$ cat src/rtl/i2ct_pkg.sv
// Package: shared state encoding and command-word bit positions for the
// software-paced I2C target. Assumes nothing beyond IEEE 1800-2017.
package i2ct_pkg;

    // Command word bit positions (software contract)
    localparam int CMD_CLR   = 6;
    localparam int CMD_MASK  = 4;
    localparam int CMD_ACK   = 3;
    localparam int CMD_STALL = 0;

    typedef enum logic [3:0] {
        ST_IDLE,   // no transaction seen
        ST_ADDR,   // shifting in the address byte
        ST_AACK,   // driving ACK for a matched address
        ST_RX,     // shifting in a data byte
        ST_RACK,   // acknowledge slot of a received byte
        ST_TX,     // shifting out a data byte
        ST_TACK,   // master acknowledge slot of a sent byte
        ST_LOAD,   // waiting to load the next transmit byte
        ST_SKIP    // not for us, wait for start or stop
    } tgt_state_t;

endpackage

$ cat src/rtl/i2ct_filter.sv
// Line conditioner: two-flop synchroniser plus a stability filter on SCL and
// SDA, then edge and bus-condition detection on the filtered pair.
// Assumes both lines idle high; a level must persist FILT_LEN cycles to pass.
module i2ct_filter #(
    parameter int FILT_LEN = 3
) (
    input  logic clk,
    input  logic rst_n,
    input  logic scl_i,
    input  logic sda_i,
    output logic scl_f,
    output logic sda_f,
    output logic scl_rise,
    output logic scl_fall,
    output logic start_det,
    output logic stop_det
);
    localparam int CW = $clog2(FILT_LEN + 1);

    logic [1:0] raw;
    logic [1:0] s1, s2, flt, flt_q;
    logic [CW-1:0] cnt [2];

    assign raw = {sda_i, scl_i};

    for (genvar g = 0; g < 2; g++) begin : g_line
        // Synchronise one line and pass a new level only after it is stable
        always_ff @(posedge clk) begin
            if (!rst_n) begin
                s1[g]  <= 1'b1;
                s2[g]  <= 1'b1;
                flt[g] <= 1'b1;
                cnt[g] <= '0;
            end else begin
                s1[g] <= raw[g];
                s2[g] <= s1[g];
                if (s2[g] == flt[g]) begin
                    cnt[g] <= '0;
                end else if (cnt[g] == CW'(FILT_LEN - 1)) begin
                    flt[g] <= s2[g];
                    cnt[g] <= '0;
                end else begin
                    cnt[g] <= cnt[g] + CW'(1);
                end
            end
        end
    end

    // Remember the previous filtered levels for edge detection
    always_ff @(posedge clk) begin
        if (!rst_n) flt_q <= 2'b11;
        else        flt_q <= flt;
    end

    assign scl_f     = flt[0];
    assign sda_f     = flt[1];
    assign scl_rise  = flt[0] & ~flt_q[0];
    assign scl_fall  = ~flt[0] & flt_q[0];
    assign start_det = flt[0] & flt_q[0] & flt_q[1] & ~flt[1];
    assign stop_det  = flt[0] & flt_q[0] & ~flt_q[1] & flt[1];

    // filtered SDA only moves after the synchronised input agreed for FILT_LEN cycles
    a_r11_filter_hold: assert property (@(posedge clk) disable iff (!rst_n)
        !$stable(flt[1]) |-> ($past(s2[1], 1) == flt[1]) && ($past(s2[1], 2) == flt[1]));

endmodule

$ cat src/rtl/i2ct_cmd.sv
// Command register: captures the software command word that answers each
// event. Assumes cmd_we is a single-cycle strobe in the clk domain.
module i2ct_cmd
    import i2ct_pkg::*;
(
    input  logic        clk,
    input  logic        rst_n,
    input  logic        cmd_we,
    input  logic [15:0] cmd_word,
    output logic        stall_en,
    output logic        ack_en,
    output logic        irq_mask,
    output logic [7:0]  tx_hold,
    output logic        evt_clr
);
    // Hold the settings of the most recent command word
    always_ff @(posedge clk) begin
        if (!rst_n) begin
            stall_en <= 1'b0;
            ack_en   <= 1'b0;
            irq_mask <= 1'b0;
            tx_hold  <= 8'h00;
        end else if (cmd_we) begin
            stall_en <= cmd_word[CMD_STALL];
            ack_en   <= cmd_word[CMD_ACK];
            irq_mask <= cmd_word[CMD_MASK];
            tx_hold  <= cmd_word[15:8];
        end
    end

    assign evt_clr = cmd_we & cmd_word[CMD_CLR];

endmodule

$ cat src/rtl/i2ct_fsm.sv
// Target engine: address decode, byte shifting, event and status flags,
// SDA drive and the SCL stall. Assumes filtered, synchronous bus inputs
// and that events are raised only while SCL is low (stop excepted).
module i2ct_fsm
    import i2ct_pkg::*;
(
    input  logic       clk,
    input  logic       rst_n,
    input  logic       scl_f,
    input  logic       sda_f,
    input  logic       scl_rise,
    input  logic       scl_fall,
    input  logic       start_det,
    input  logic       stop_det,
    input  logic [7:0] own_addr,
    input  logic       stall_en,
    input  logic       ack_en,
    input  logic [7:0] tx_hold,
    input  logic       evt_clr,
    output logic       scl_oe,
    output logic       sda_oe,
    output logic       evt_cmd,
    output logic       evt_data,
    output logic       stat_stop,
    output logic       stat_rw,
    output logic       stat_ack,
    output logic [7:0] rx_byte
);
    tgt_state_t state;
    logic [3:0] bitcnt;
    logic [7:0] shreg;
    logic       sda_drv, active, hold_q, pending, addr_hit, stall_want;

    assign pending    = evt_cmd | evt_data;
    assign addr_hit   = (shreg[7:1] == own_addr[7:1]) && (own_addr[7:1] != 7'd0);
    assign stall_want = stall_en & pending & (state != ST_IDLE);

    // Sequence the transaction and raise events on bus milestones
    always_ff @(posedge clk) begin
        if (!rst_n) begin
            state     <= ST_IDLE;
            bitcnt    <= 4'd0;
            shreg     <= 8'h00;
            sda_drv   <= 1'b0;
            active    <= 1'b0;
            evt_cmd   <= 1'b0;
            evt_data  <= 1'b0;
            stat_stop <= 1'b0;
            stat_rw   <= 1'b0;
            stat_ack  <= 1'b0;
            rx_byte   <= 8'h00;
        end else begin
            if (evt_clr) begin
                evt_cmd  <= 1'b0;
                evt_data <= 1'b0;
            end
            if (stop_det) begin
                if (active) begin
                    evt_cmd   <= 1'b1;
                    stat_stop <= 1'b1;
                end
                state   <= ST_IDLE;
                active  <= 1'b0;
                sda_drv <= 1'b0;
            end else if (start_det) begin
                state   <= ST_ADDR;
                bitcnt  <= 4'd0;
                sda_drv <= 1'b0;
            end else if (scl_rise) begin
                case (state)
                    ST_ADDR, ST_RX: begin
                        shreg  <= {shreg[6:0], sda_f};
                        bitcnt <= bitcnt + 4'd1;
                    end
                    ST_TACK: stat_ack <= ~sda_f;
                    default: ;
                endcase
            end else if (scl_fall) begin
                case (state)
                    ST_ADDR: if (bitcnt == 4'd8) begin
                        if (addr_hit) begin
                            evt_cmd   <= 1'b1;
                            stat_stop <= 1'b0;
                            stat_rw   <= shreg[0];
                            active    <= 1'b1;
                            sda_drv   <= 1'b1;
                            state     <= ST_AACK;
                        end else begin
                            state <= ST_SKIP;
                        end
                    end
                    ST_AACK: begin
                        sda_drv <= 1'b0;
                        bitcnt  <= 4'd0;
                        state   <= stat_rw ? ST_LOAD : ST_RX;
                    end
                    ST_RX: if (bitcnt == 4'd8) begin
                        rx_byte  <= shreg;
                        evt_data <= 1'b1;
                        stat_rw  <= 1'b0;
                        state    <= ST_RACK;
                    end
                    ST_RACK: begin
                        bitcnt <= 4'd0;
                        state  <= ST_RX;
                    end
                    ST_TX: begin
                        bitcnt <= bitcnt + 4'd1;
                        if (bitcnt == 4'd7) begin
                            sda_drv <= 1'b0;
                            state   <= ST_TACK;
                        end else begin
                            shreg   <= {shreg[6:0], 1'b0};
                            sda_drv <= ~shreg[6];
                        end
                    end
                    ST_TACK: begin
                        evt_data <= 1'b1;
                        stat_rw  <= 1'b1;
                        state    <= stat_ack ? ST_LOAD : ST_SKIP;
                    end
                    default: ;
                endcase
            end else if (state == ST_LOAD && !(stall_en && pending)) begin
                shreg   <= tx_hold;
                sda_drv <= ~tx_hold[7];
                bitcnt  <= 4'd0;
                state   <= ST_TX;
            end
        end
    end

    // Begin stretching only once SCL is already low, release on clear
    always_ff @(posedge clk) begin
        if (!rst_n)           hold_q <= 1'b0;
        else if (!stall_want) hold_q <= 1'b0;
        else if (!scl_f)      hold_q <= 1'b1;
    end

    assign scl_oe = hold_q & stall_want;
    assign sda_oe = sda_drv | ((state == ST_RACK) & ack_en);

    // nothing is driven on SDA outside a transaction
    a_r3_idle_quiet: assert property (@(posedge clk) disable iff (!rst_n)
        (state == ST_IDLE) |-> !sda_oe);

    // an address event comes with the ACK already on SDA
    a_r2_ack_on_match: assert property (@(posedge clk) disable iff (!rst_n)
        ($rose(evt_cmd) && !stat_stop) |-> sda_oe);

    // an address event needs a non-zero own address
    a_r4_zero_addr_off: assert property (@(posedge clk) disable iff (!rst_n)
        ($rose(evt_cmd) && !stat_stop) |-> ($past(own_addr[7:1]) != 7'd0));

    // with stall on, a byte event stretches SCL on the next cycle
    a_r8_stall_holds: assert property (@(posedge clk) disable iff (!rst_n)
        ($rose(evt_data) && stall_en && !evt_clr && !stop_det) |=> scl_oe);

    // a clear with no new milestone empties both event flags
    a_r10_clear: assert property (@(posedge clk) disable iff (!rst_n)
        (evt_clr && !scl_fall && !stop_det) |=> !(evt_cmd || evt_data));

endmodule

$ cat src/rtl/i2c_stall_target.sv
// Top of the software-paced I2C target: line conditioning, command register
// and target engine, plus the interrupt request. Assumes open-drain pads
// outside the block (an oe of 1 pulls the line low).
module i2c_stall_target #(
    parameter int FILT_LEN = 3
) (
    input  logic        clk,
    input  logic        rst_n,
    input  logic        scl_i,
    input  logic        sda_i,
    output logic        scl_oe,
    output logic        sda_oe,
    input  logic [7:0]  own_addr,
    input  logic        cmd_we,
    input  logic [15:0] cmd_word,
    output logic        evt_cmd,
    output logic        evt_data,
    output logic        stat_stop,
    output logic        stat_rw,
    output logic        stat_ack,
    output logic [7:0]  rx_byte,
    output logic        irq
);
    logic scl_f, sda_f, scl_rise, scl_fall, start_det, stop_det;
    logic stall_en, ack_en, irq_mask, evt_clr;
    logic [7:0] tx_hold;

    i2ct_filter #(.FILT_LEN(FILT_LEN)) u_filter (
        .clk(clk), .rst_n(rst_n), .scl_i(scl_i), .sda_i(sda_i),
        .scl_f(scl_f), .sda_f(sda_f), .scl_rise(scl_rise), .scl_fall(scl_fall),
        .start_det(start_det), .stop_det(stop_det)
    );

    i2ct_cmd u_cmd (
        .clk(clk), .rst_n(rst_n), .cmd_we(cmd_we), .cmd_word(cmd_word),
        .stall_en(stall_en), .ack_en(ack_en), .irq_mask(irq_mask),
        .tx_hold(tx_hold), .evt_clr(evt_clr)
    );

    i2ct_fsm u_fsm (
        .clk(clk), .rst_n(rst_n), .scl_f(scl_f), .sda_f(sda_f),
        .scl_rise(scl_rise), .scl_fall(scl_fall),
        .start_det(start_det), .stop_det(stop_det), .own_addr(own_addr),
        .stall_en(stall_en), .ack_en(ack_en), .tx_hold(tx_hold), .evt_clr(evt_clr),
        .scl_oe(scl_oe), .sda_oe(sda_oe), .evt_cmd(evt_cmd), .evt_data(evt_data),
        .stat_stop(stat_stop), .stat_rw(stat_rw), .stat_ack(stat_ack),
        .rx_byte(rx_byte)
    );

    assign irq = (evt_cmd | evt_data) & ~irq_mask;

    // a masked block never requests an interrupt
    a_r9_mask_quiet: assert property (@(posedge clk) disable iff (!rst_n)
        irq_mask |-> !irq);

endmodule

$ cat config.mk
export PLATFORM = sky130hd
export DESIGN_NAME = i2c_stall_target
export DESIGN_NICKNAME = d
export VERILOG_FILES = /design/src/rtl/i2ct_pkg.sv /design/src/rtl/i2ct_filter.sv /design/src/rtl/i2ct_cmd.sv /design/src/rtl/i2ct_fsm.sv /design/src/rtl/i2c_stall_target.sv
export SDC_FILE = /design/constraint.sdc
export NUM_CORES = 1
export LEC_CHECK = 0
export ABC_AREA = 1
export BUFFER_PORTS_ARGS = -buffer_cell sky130_fd_sc_hd__buf_2
export CAP_MARGIN = 40
export CORE_MARGIN = 2
export CORE_UTILIZATION = 44
export DETAILED_ROUTE_END_ITERATION = 8
export GPL_TIMING_DRIVEN = 0
export PLACE_DENSITY = 0.63
export SLEW_MARGIN = 10
export SYNTH_ARGS = -nofsm -noshare
export SYNTH_HDL_FRONTEND = slang
export SYNTH_SLANG_ARGS = --single-unit
$ cat constraint.sdc
create_clock -name clk -period 3 [get_ports clk]
set_clock_uncertainty 0.15 [all_clocks]
set_input_delay 0.6 -clock clk [delete_from_list [all_inputs] [get_ports clk]]
set_output_delay 0.6 -clock clk [all_outputs]
set_load 0.02 [all_outputs]
# Word level (Yosys, flattened, before mapping)
# Memories as Yosys holds them, arrays and structs flattened.
# Index checks and enable logic that the tools add are counted.
# op_classes
n_addsub	3
multipliers	0
div	0
order_cmp	0
eq_ne	36
n_shift	0
muxes	86
n_bitwise	34
n_reduce_logical	32
# ops
cell	count
2-to-1 mux 1 bit	56
2-to-1 mux 4 bit	12
2-to-1 mux 8 bit	6
AND reduction 6 bit	5
one-hot mux 4 bit (6 select lines)	1
equality test 4 x 3 -> 1 bit (second input constant)	5
!= test 2 x 1 -> 1 bit (second input constant)	8
!= test 3 x 2 -> 1 bit (second input constant)	5
AND 1 bit	13
inverter 1 bit	13
2-to-1 mux 2 bit	6
!= test 4 x 3 -> 1 bit (second input constant)	3
nonzero test 2 bit	5
nonzero test 3 bit	3
equality test 4 x 2 -> 1 bit (second input constant)	2
!= test 8 x 1 -> 1 bit (second input constant)	1
bitwise OR 1 bit	8
one-hot mux 4 bit (2 select lines)	1
AND reduction 4 bit	2
AND reduction 8 bit	1
nonzero test 4 bit	2
equality test 7 bit	1
!= test 7 x 1 -> 1 bit (second input constant)	1
AND reduction 7 bit	1
other kinds (20)	30
# word_totals
register_bits	51
latch_bits	0
ramBits	4
romBits	0
output_inout_bits	16
word_cells	216
memories	1
# mem_list
memory	depth	word_bits	read_ports	rd_ports_with_merged_regs	wr	line_no	rtl
u_filter.cnt	2	2	2	0	2	i2ct_filter.sv:22	logic [CW-1:0] cnt [2];

# Depth between registers and ports, before layout
# Gate-level depths: netlist of run 1.
# logic_depth
word_depth	9
depth_mapped	12
ltp_nobuf	12

# By module
# From an unflattened synthesis of run 1, not the netlist that was laid out.
# unflattened
cells_unflattened	436
hier_area_um2	2906.5
# modules_own_cells
module	n_inst	cells_each	area_per_inst_um2	seq_area_each_um2
i2ct_fsm	1	312	1959.4	640.6
i2ct_filter	1	51	478.0	280.3
i2ct_cmd	1	71	461.7	220.2
i2c_stall_target	1	2	7.5	0.0

# Worst setup path after synthesis of run 1
# No wires, ideal clock.
# synth_path
path_type	register -> output
start	register u_fsm.evt_data
end	output scl_oe
arrival_time_ns	1.147
slack_ns	1.103
path_stages_with_launch	4
n_path_buf	0
path_cell_list	dfxtp_1 o21ai_0 a31o_2 nor2_1
# synth_via
elab_chain_cells	4
# synth_rtl
item	line_no	rtl
from (decl)	i2ct_fsm.sv:23	output logic evt_data,
from (signal assigned)	i2ct_fsm.sv:47	evt_data <= 1'b0;
from (signal assigned)	i2ct_fsm.sv:55	evt_data <= 1'b0;
from (signal assigned)	i2ct_fsm.sv:99	evt_data <= 1'b1;
bitwise OR 1 bit	i2ct_fsm.sv:34	assign pending = evt_cmd | evt_data;
AND 1 bit (2 in series)	i2ct_fsm.sv:36	assign stall_want = stall_en & pending & (state != ST_IDLE);
AND 1 bit	i2ct_fsm.sv:140	assign scl_oe = hold_q & stall_want;
to (decl)	i2c_stall_target.sv:11	output logic scl_oe,
# Every way passes these cells.

# Worst setup path after layout of run 1
# layout_path
start	register u_fsm.state[0]
end	output sda_oe
# layout_via
elab_chain_cells	3
# layout_rtl
item	line_no	rtl
from (decl)	i2ct_fsm.sv:29	tgt_state_t state;
from (signal assigned)	i2ct_fsm.sv:95	state <= stat_rw ? ST_LOAD : ST_RX;
from (signal assigned)	i2ct_fsm.sv:120	state <= stat_ack ? ST_LOAD : ST_SKIP;
equality test 4 x 3 -> 1 bit	i2ct_fsm.sv:141	assign sda_oe = sda_drv | ((state == ST_RACK) & ack_en);
AND 1 bit	i2ct_fsm.sv:141	
bitwise OR 1 bit	i2ct_fsm.sv:141	
to (decl)	i2c_stall_target.sv:12	output logic sda_oe,
# Every way passes these cells.

==> flow_summary_export.csv, run 1 <==
group,metric,value,unit
grt,grt_pass1_wl,11700,um
grt,overflow,0,
critical_path,rrSetupSlack,800,ps
cts,cts_setup_buffers,0,
cts,cts_root_buf,"clkbuf_8",
detailed_routing,wl_per_cell,12.88,um
synth,synth-seq-cells,55,
sta,fin_crit,2389,ps
cts,cts_tree,"done",
sta,setup_violations,0,
cts,clockBufferDepth,2,
critical_path,endpoint_kind,"output port",
cells_and_area,diodes,0,
critical_path,critPathMaxFanout,6,
power,power_leakage,1.519,nW
grt,busiest_layer,"met2",
power,combPwrFrac,15.3,%
detailed_routing,vias_per_cell,5.180,
detailed_routing,routed_wl,6722,um
detailed_routing,vias,2704,
hold_path,hold_end,"u_filter.s2[0]",
sta,hold_slack,273.8,ps
floorplanning,fp.dieH,84.04,um
sta,post-route-period-util,79.63,%
cells_and_area,drive_above_1_share,17.53,%
cts,clk_pin_slew,100,ps
hold_path,hp-start,"u_filter.s1[0]",
grt,grt_use_met1,28.91,%
floorplanning,initial_core_util,44.91,%
critical_path,cp_data_required_time,2250,ps
cts,clkLatencyLatePin,310,ps
sta,rsz0062_at_grt,"false",
place,hpwl,5159,um
floorplanning,placementRows,29,
power,ir_worst_vdd,342.0,uV
power,power.density,452.9,mW/mm2
grt,grt_pass1_vias,2581,
critical_path,reg2reg_from,"u_filter.scl_f",
power,p_int,0.001023,W
place,placed_cells,514,
synth,synthesis.area,0.002819,mm2
synth,synth_area_per_cell,7.119,um2
place,placed_cell_area,0.003117,mm2
floorplanning,die_x,84.04,um
synth,ys_warn_count,0,
grt,met2_usage,30.52,%
grt,grt_max_degree,19,
cts,clock_sinks,55,
cells_and_area,final_area,0.003208,mm2
place,globalplace.congestion,0.9189,
place,io_buffer_count,38,
floorplanning,ios,45,
cells_and_area,syn2layout_area_growth,13.80,%
cts,cts-buffers-inserted,5,
synth,syn_inst,396,
sta,final_hold_viol_count,0,
grt,grt_use_total,20.12,%
outcome,status,"complete, no violations",
cells_and_area,final_nets,481,
sta,max_freq,418.6,MHz
critical_path,ff2ff_path_depth,8,
sta,relSlewSlack,60.95,%
detailed_routing,ant_nets,0,
floorplanning,die_area,0.007063,mm2
cells_and_area,layoutNonFillerInstCount,522,
cts,htreeDepth,2,
sta,maxSlewViolCount,0,
critical_path,critPathKind,"reg2out",
sta,setup-tns-final,0,ps
cells_and_area,final_common_cell,"nand2_1",
cells_and_area,final_cell_mix,"63 x nand2_1, 62 x nor2_1, 51 x dfxtp_1",
hold_path,worst_hold_path_type,"reg2reg",
detailed_routing,drt_pass1_iterations,4,
synth,ys_seq_area_share,40.48,%
floorplanning,core,0.006277,mm2
cts,hold_buffers,0,
detailed_routing,drc,0,
critical_path,cp_data_arrival_time,1640,ps
cells_and_area,finish.utilization,51.11,%
cells_and_area,nFillCells,658,
critical_path,crit_path_start_kind,"flop",
synth,synth_cell_types,37,
detailed_routing,drtIter0Drc,168,
job,drv_cap,0,
grt,met3_usage,2.967,%
power,clkPwrFrac,29.7,%
critical_path,worstReg2RegEnd,"u_fsm.shreg[1]",
sta,worst_pin_slew,579.6,ps
grt,antenna_found_initial,0,
power,seqPwrFrac,55.1,%
power,netSwitchingFraction,29.62,%
cts,cts_resized,0,
hold_path,holdPathStages,1,
power,p_switching,0.0004303,W
## sequential cells by signal (all words and copies together), names as in the netlist, 2 cells and up
name / count
u_cmd.tx_hold: 8
u_fsm.rx_byte: 8
u_fsm.shreg: 8
u_filter.cnt: 4
u_fsm.bitcnt: 4
u_fsm.state: 4
u_filter.flt_q: 2
u_filter.s1: 2
u_filter.s2: 2
## cell type report
type / count / area [um2] / area share (%)
Tap cell: 77 / 96.34 / 3.003
Sequential cell: 55 / 1141 / 35.57
Inverter: 45 / 168.9 / 5.265
Clock buffer: 5 / 68.82 / 2.145
Clock inverter: 3 / 22.52 / 0.7020
Multi-Input combinational cell: 288 / 1465 / 45.67
Buffer: 11 / 55.05 / 1.716
Timing Repair Buffer: 38 / 190.2 / 5.928
## worst max path at each step
stage              startpoint              to
4_1_cts        u_fsm.state[0]          sda_oe
6_report       u_fsm.state[0]          sda_oe
3_3_place_gp   u_filter.scl_f  u_fsm.shreg[1]
5_1_grt        u_fsm.state[2]          sda_oe
3_5_place_dp   u_filter.scl_f  u_fsm.shreg[6]
2_1_floorplan  u_fsm.evt_data          scl_oe
## worst max-delay path: stages, from the launching register on
cell,delay (ps)
dfxtp_1,510
inv_2,110
nand3_1,230
clkinv_1,140
a21o_1,170
buf_2,150
## power by group through the flow
| stage | sequential, W | combinational [W] | clock, W |
|---|---|---|---|
| floorplan | 0.000809 | 0.000162 | 0 |
| global placement | 0.000816 | 0.000217 | 0 |
| detailed placement | 0.000816 | 0.000220 | 0 |
| CTS | 0.000799 | 0.000221 | 0.000442 |
| global route | 0.000805 | 0.000255 | 0.000467 |
| finish | 0.000800 | 0.000222 | 0.000431 |
## synthesized netlist by cell type (all sizes together)
| cell type | n | area share (%) |
|---|---|---|
| dfxtp | 51 | 36 |
| o21ai | 49 | 8.7 |
| o211ai | 5 | 1.5 |
| nor4 | 1 | 0.44 |
| nor3 | 3 | 0.53 |
| nand3 | 22 | 4.1 |
| a31o | 1 | 0.31 |
| or2 | 5 | 1.1 |
| buf | 4 | 1.0 |
| a21boi | 1 | 0.27 |
| clkbuf | 7 | 0.93 |
| a31oi | 2 | 0.44 |
| a21oi | 37 | 6.6 |
| a211oi | 2 | 0.71 |
| ha | 8 | 3.6 |
| nand2 | 69 | 9.9 |
| a21o | 1 | 0.27 |
| inv | 44 | 5.9 |
| xnor2 | 2 | 0.62 |
| clkinv | 1 | 0.13 |
| nand4 | 4 | 0.89 |
| nor2 | 69 | 11 |
| edfxtp | 4 | 4.3 |
| xor2 | 1 | 0.31 |
| conb | 1 | 0.13 |
| nand3b | 2 | 0.53 |
## per-layer routing
| layer | vias to the layer above | share of wire [%] |
|---|---|---|
| met2 | 45 | 45 |
| li1 | 1388 | - |
| met5 | - | 0 |
| met4 | 0 | 1.8 |
| met1 | 1257 | 51 |
| met3 | 14 | 2.7 |
## cell families (layout without fill, tap and decap cells)
logic type	Yosys count	after routing	share of synthesized area (%)
buf+inv	56	102	7.945
fa+ha+maj	8	8	3.551
xor+xnor	3	3	0.9323
simple gates	175	175	28.18
other cells	1	4	0.1330
compound gates	98	98	18.78
flops	55	55	40.48
## through the flow
step	total power (W)	setup WS (ps)
CTS	0.001463	633.2
finish	0.001453	611.1
global placement	0.001033	879.3
detailed placement	0.001037	818.8
floorplan	0.0009711	1103
global route	0.001527	519.1
Note: power is estimated with default switching activity, not from simulation.
==> inputs of run 2 (changes only) <==
Settings changed: ABC_AREA 1 to 0, PLACE_DENSITY 0.63 to 0.65.
Clock period 3 ns to 2.05 ns, I/O delays scaled along.
==> run 2 against run 1 <==
  * Total power grew 43%
  * Synthesized cell count shrank 18%
  * Wire length grew 10%
  * Largest power group unchanged
  * Critical path depth grew 2
  * Non-clock buffer count grew 15
  * First-iteration DRC count grew 21%
  * Clock power grew 47%
  * Register-to-register slack lost 760 ps
==> flow_summary_export.csv, run 2 <==
group,metric,value,unit
cts,htreeDepth,2,
sta,post-route-period-util,97.88,%
synth,synth_top_family_by_area,"simple AND/OR/NAND/NOR gates",
synth,post-synth-top-count-cell,"dfxtp_1",
critical_path,endpoint_kind,"flop",
synth,synth_edf_count,4,
synth,ys_warn_count,0,
sta,maxSlewViolCount,0,
place,globalplace.congestion,0.9530,
synth,synth_ff_type,"dfxtp_1",
floorplanning,initial_core_util,45.17,%
hold_path,worst_hold_path_type,"in2reg",
cells_and_area,final_cell_mix,"45 x dfxtp_1, 38 x buf_2, 31 x nor2b_1",
critical_path,critPathMaxFanout,5,
cells_and_area,nFillCells,640,
floorplanning,core,0.006756,mm2
sta,relSlewSlack,42.61,%
cells_and_area,syn2layout_area_growth,20.71,%
sta,final_hold_viol_count,0,
critical_path,cp_data_arrival_time,2070,ps
cts,cts_root_buf,"clkbuf_8",
synth,synth-adder-area-share,3.280,%
power,power.density,564.3,mW/mm2
cells_and_area,diodes,0,
synth,syn_inst,326,
cts,clkLatencyLatePin,310,ps
floorplanning,ios,45,
sta,max_freq,498.4,MHz
cells_and_area,drive_above_1_share,27.53,%
critical_path,crit_path_start_kind,"flop",
synth,async_flop_share,0,%
synth,yosys.area.top_type,"dfxtp_1",
detailed_routing,routed_wl,7408,um
sta,setup_violations,0,
synth,synth.top_cells.by_area,"dfxtp_1 33%, mux2i_1 9.5%, nor2b_1 7.0%, edfxtp_1 3.9%, ha_1 3.3%",
synth,synth_cell_types,64,
grt,grt_max_degree,18,
grt,grt_pass1_vias,2389,
cts,clk_pin_slew,100,ps
sta,rsz0062_at_grt,"true",
floorplanning,die_x,87.28,um
synth,ys_seq_area_share,37.39,%
power,finalPower,0.002079,W
detailed_routing,vias_per_cell,5.662,
detailed_routing,wl_per_cell,15.93,um
detailed_routing,ant_nets,0,
job,drv_cap,0,
critical_path,cp_data_required_time,2110,ps
synth,synth-seq-cells,55,
detailed_routing,drtIter0Drc,204,
floorplanning,fp.dieH,87.28,um
cts,clock_sinks,55,
cells_and_area,multiInputGateArea,0.001894,mm2
grt,grt_pass1_wl,11990,um
grt,grt_use_total,20.09,%
synth,synth_compound_area_share,14.43,%
detailed_routing,vias,2633,
cells_and_area,final_common_cell,"dfxtp_1",
power,ir_worst_vdd,333.2,uV
grt,overflow,0,
synth,yosysTopAreaCellShare,33.46,%
detailed_routing,drt_pass1_iterations,6,
place,io_buffer_count,38,
cts,cts-buffers-inserted,5,
sta,fin_crit,2007,ps
synth,muxShareOfSynthArea,12.10,%
cts,cts_tree,"done",
cells_and_area,regArea,0.001151,mm2
cts,clockBufferDepth,2,
cells_and_area,top_regs,"u_cmd.tx_hold (8), u_fsm.rx_byte (8), u_fsm.shreg (8)",
synth,yosys-top-cells-count,"51 x dfxtp_1, 34 x nor2b_1, 29 x mux2i_1, 19 x nand2_1, 15 x nor2_1",
grt,antenna_found_initial,0,
detailed_routing,drc,0,
cells_and_area,final_nets,421,
place,hpwl,5254,um
floorplanning,placementRows,30,
critical_path,critPathKind,"reg2reg",
synth,synthesis.area,0.003052,mm2
synth,synth-xor-area-share,3.157,%
power,power_leakage,1.572,nW
floorplanning,die_area,0.007618,mm2
outcome,status,"complete, no violations",
sta,worst_pin_slew,860.9,ps
synth,synth-simple-area-share,25.30,%
synth,synth_area_per_cell,9.361,um2
cells_and_area,finish.utilization,54.52,%
==> run 2: changes by cell type after synthesis, moves of 10 or more <==
cell,before,now
a21oi_1,37,8
inv_1,39,14
mux2i_1,0,29
nand2_1,63,19
nand2b_1,0,13
nand3_1,21,7
nor2_1,62,15
nor2b_1,0,34
o21ai_0,42,11
xor2_1,1,11
==> run 2: logic make-up after synthesis <==
logic type | count (synthesis)
AO/OA/AOI/OAI | 56
XOR/XNOR | 11
adder cells (fa/ha/maj) | 8
buffers and inverters | 31
flip-flops | 55
multiplexers | 36
other | 1
AND/OR/NAND/NOR | 128
==> run 2: per-stage QoR <==
stage	area [um2]	hold slack, ps	setup slack (ps)	cells	TNS (ps)
2_1_floorplan	3063	236.3	87.33	329	0
3_3_place_gp	3353	239.6	-329.5	447	-3258
3_5_place_dp	3353	247.9	-354.0	447	-3736
4_1_cts	3547	117.5	3.892	459	0
5_1_grt	3684	146.6	-62.96	465	-693.1
6_report	3684	126.9	43.50	465	0
==> run 2: layer usage <==
layer  share of wire [%]  global-route usage, %
met1                  47                  28.44
met2                  45                  31.40
met3                 5.3                  2.749
met4                 2.8                  6.713
met5                   0                      0
==> run 2: final timing paths <==
check / from / endpoint / slack [ps] / cells past startpoint
setup / recovery: u_fsm.bitcnt[0] / u_fsm.shreg[5] / 40 / 7
hold / removal: scl_i / u_filter.s1[0] / 130 / 2
setup reg to reg: u_fsm.bitcnt[0] / u_fsm.shreg[5] / 40 / 7
hold reg to reg: u_filter.s1[1] / u_filter.s2[1] / 270 / 1
==> run 2: area by class of cell <==
type / instances / share of cell area, %
multi-input cells: 244 / 51.43
flip-flops and latches: 55 / 31.25
repair buffers: 48 / 7.269
plain buffers: 16 / 3.295
well taps: 80 / 2.717
clock buffers: 6 / 2.242
inverters: 14 / 1.427
clock inverters: 2 / 0.3736
==> run 2: what timing repair did <==
item / 4_1_cts / 5_1_grt
pin swaps: 4 / 9
resized for setup: 21 / 27
hold buffers: 0 / 0
setup endpoints to repair: 21 / 29
gates cloned: 1 / 0
setup buffers: 4 / 6
==> run 2: power breakdown <==
part	total, W	internal, W	switching, W
clock network	0.000635	0.000277	0.000358
logic	0.000307	0.000144	0.000162
registers	0.00114	0.00111	0.0000237
==> run 2: critical path: stages, from the launching register on <==
cell	delay (ps)
dfxtp_2	360
ha_2	210
and3b_1	200
o41ai_4	380
buf_4	190
o2111ai_4	170
mux2i_1	200
nor2b_1	60
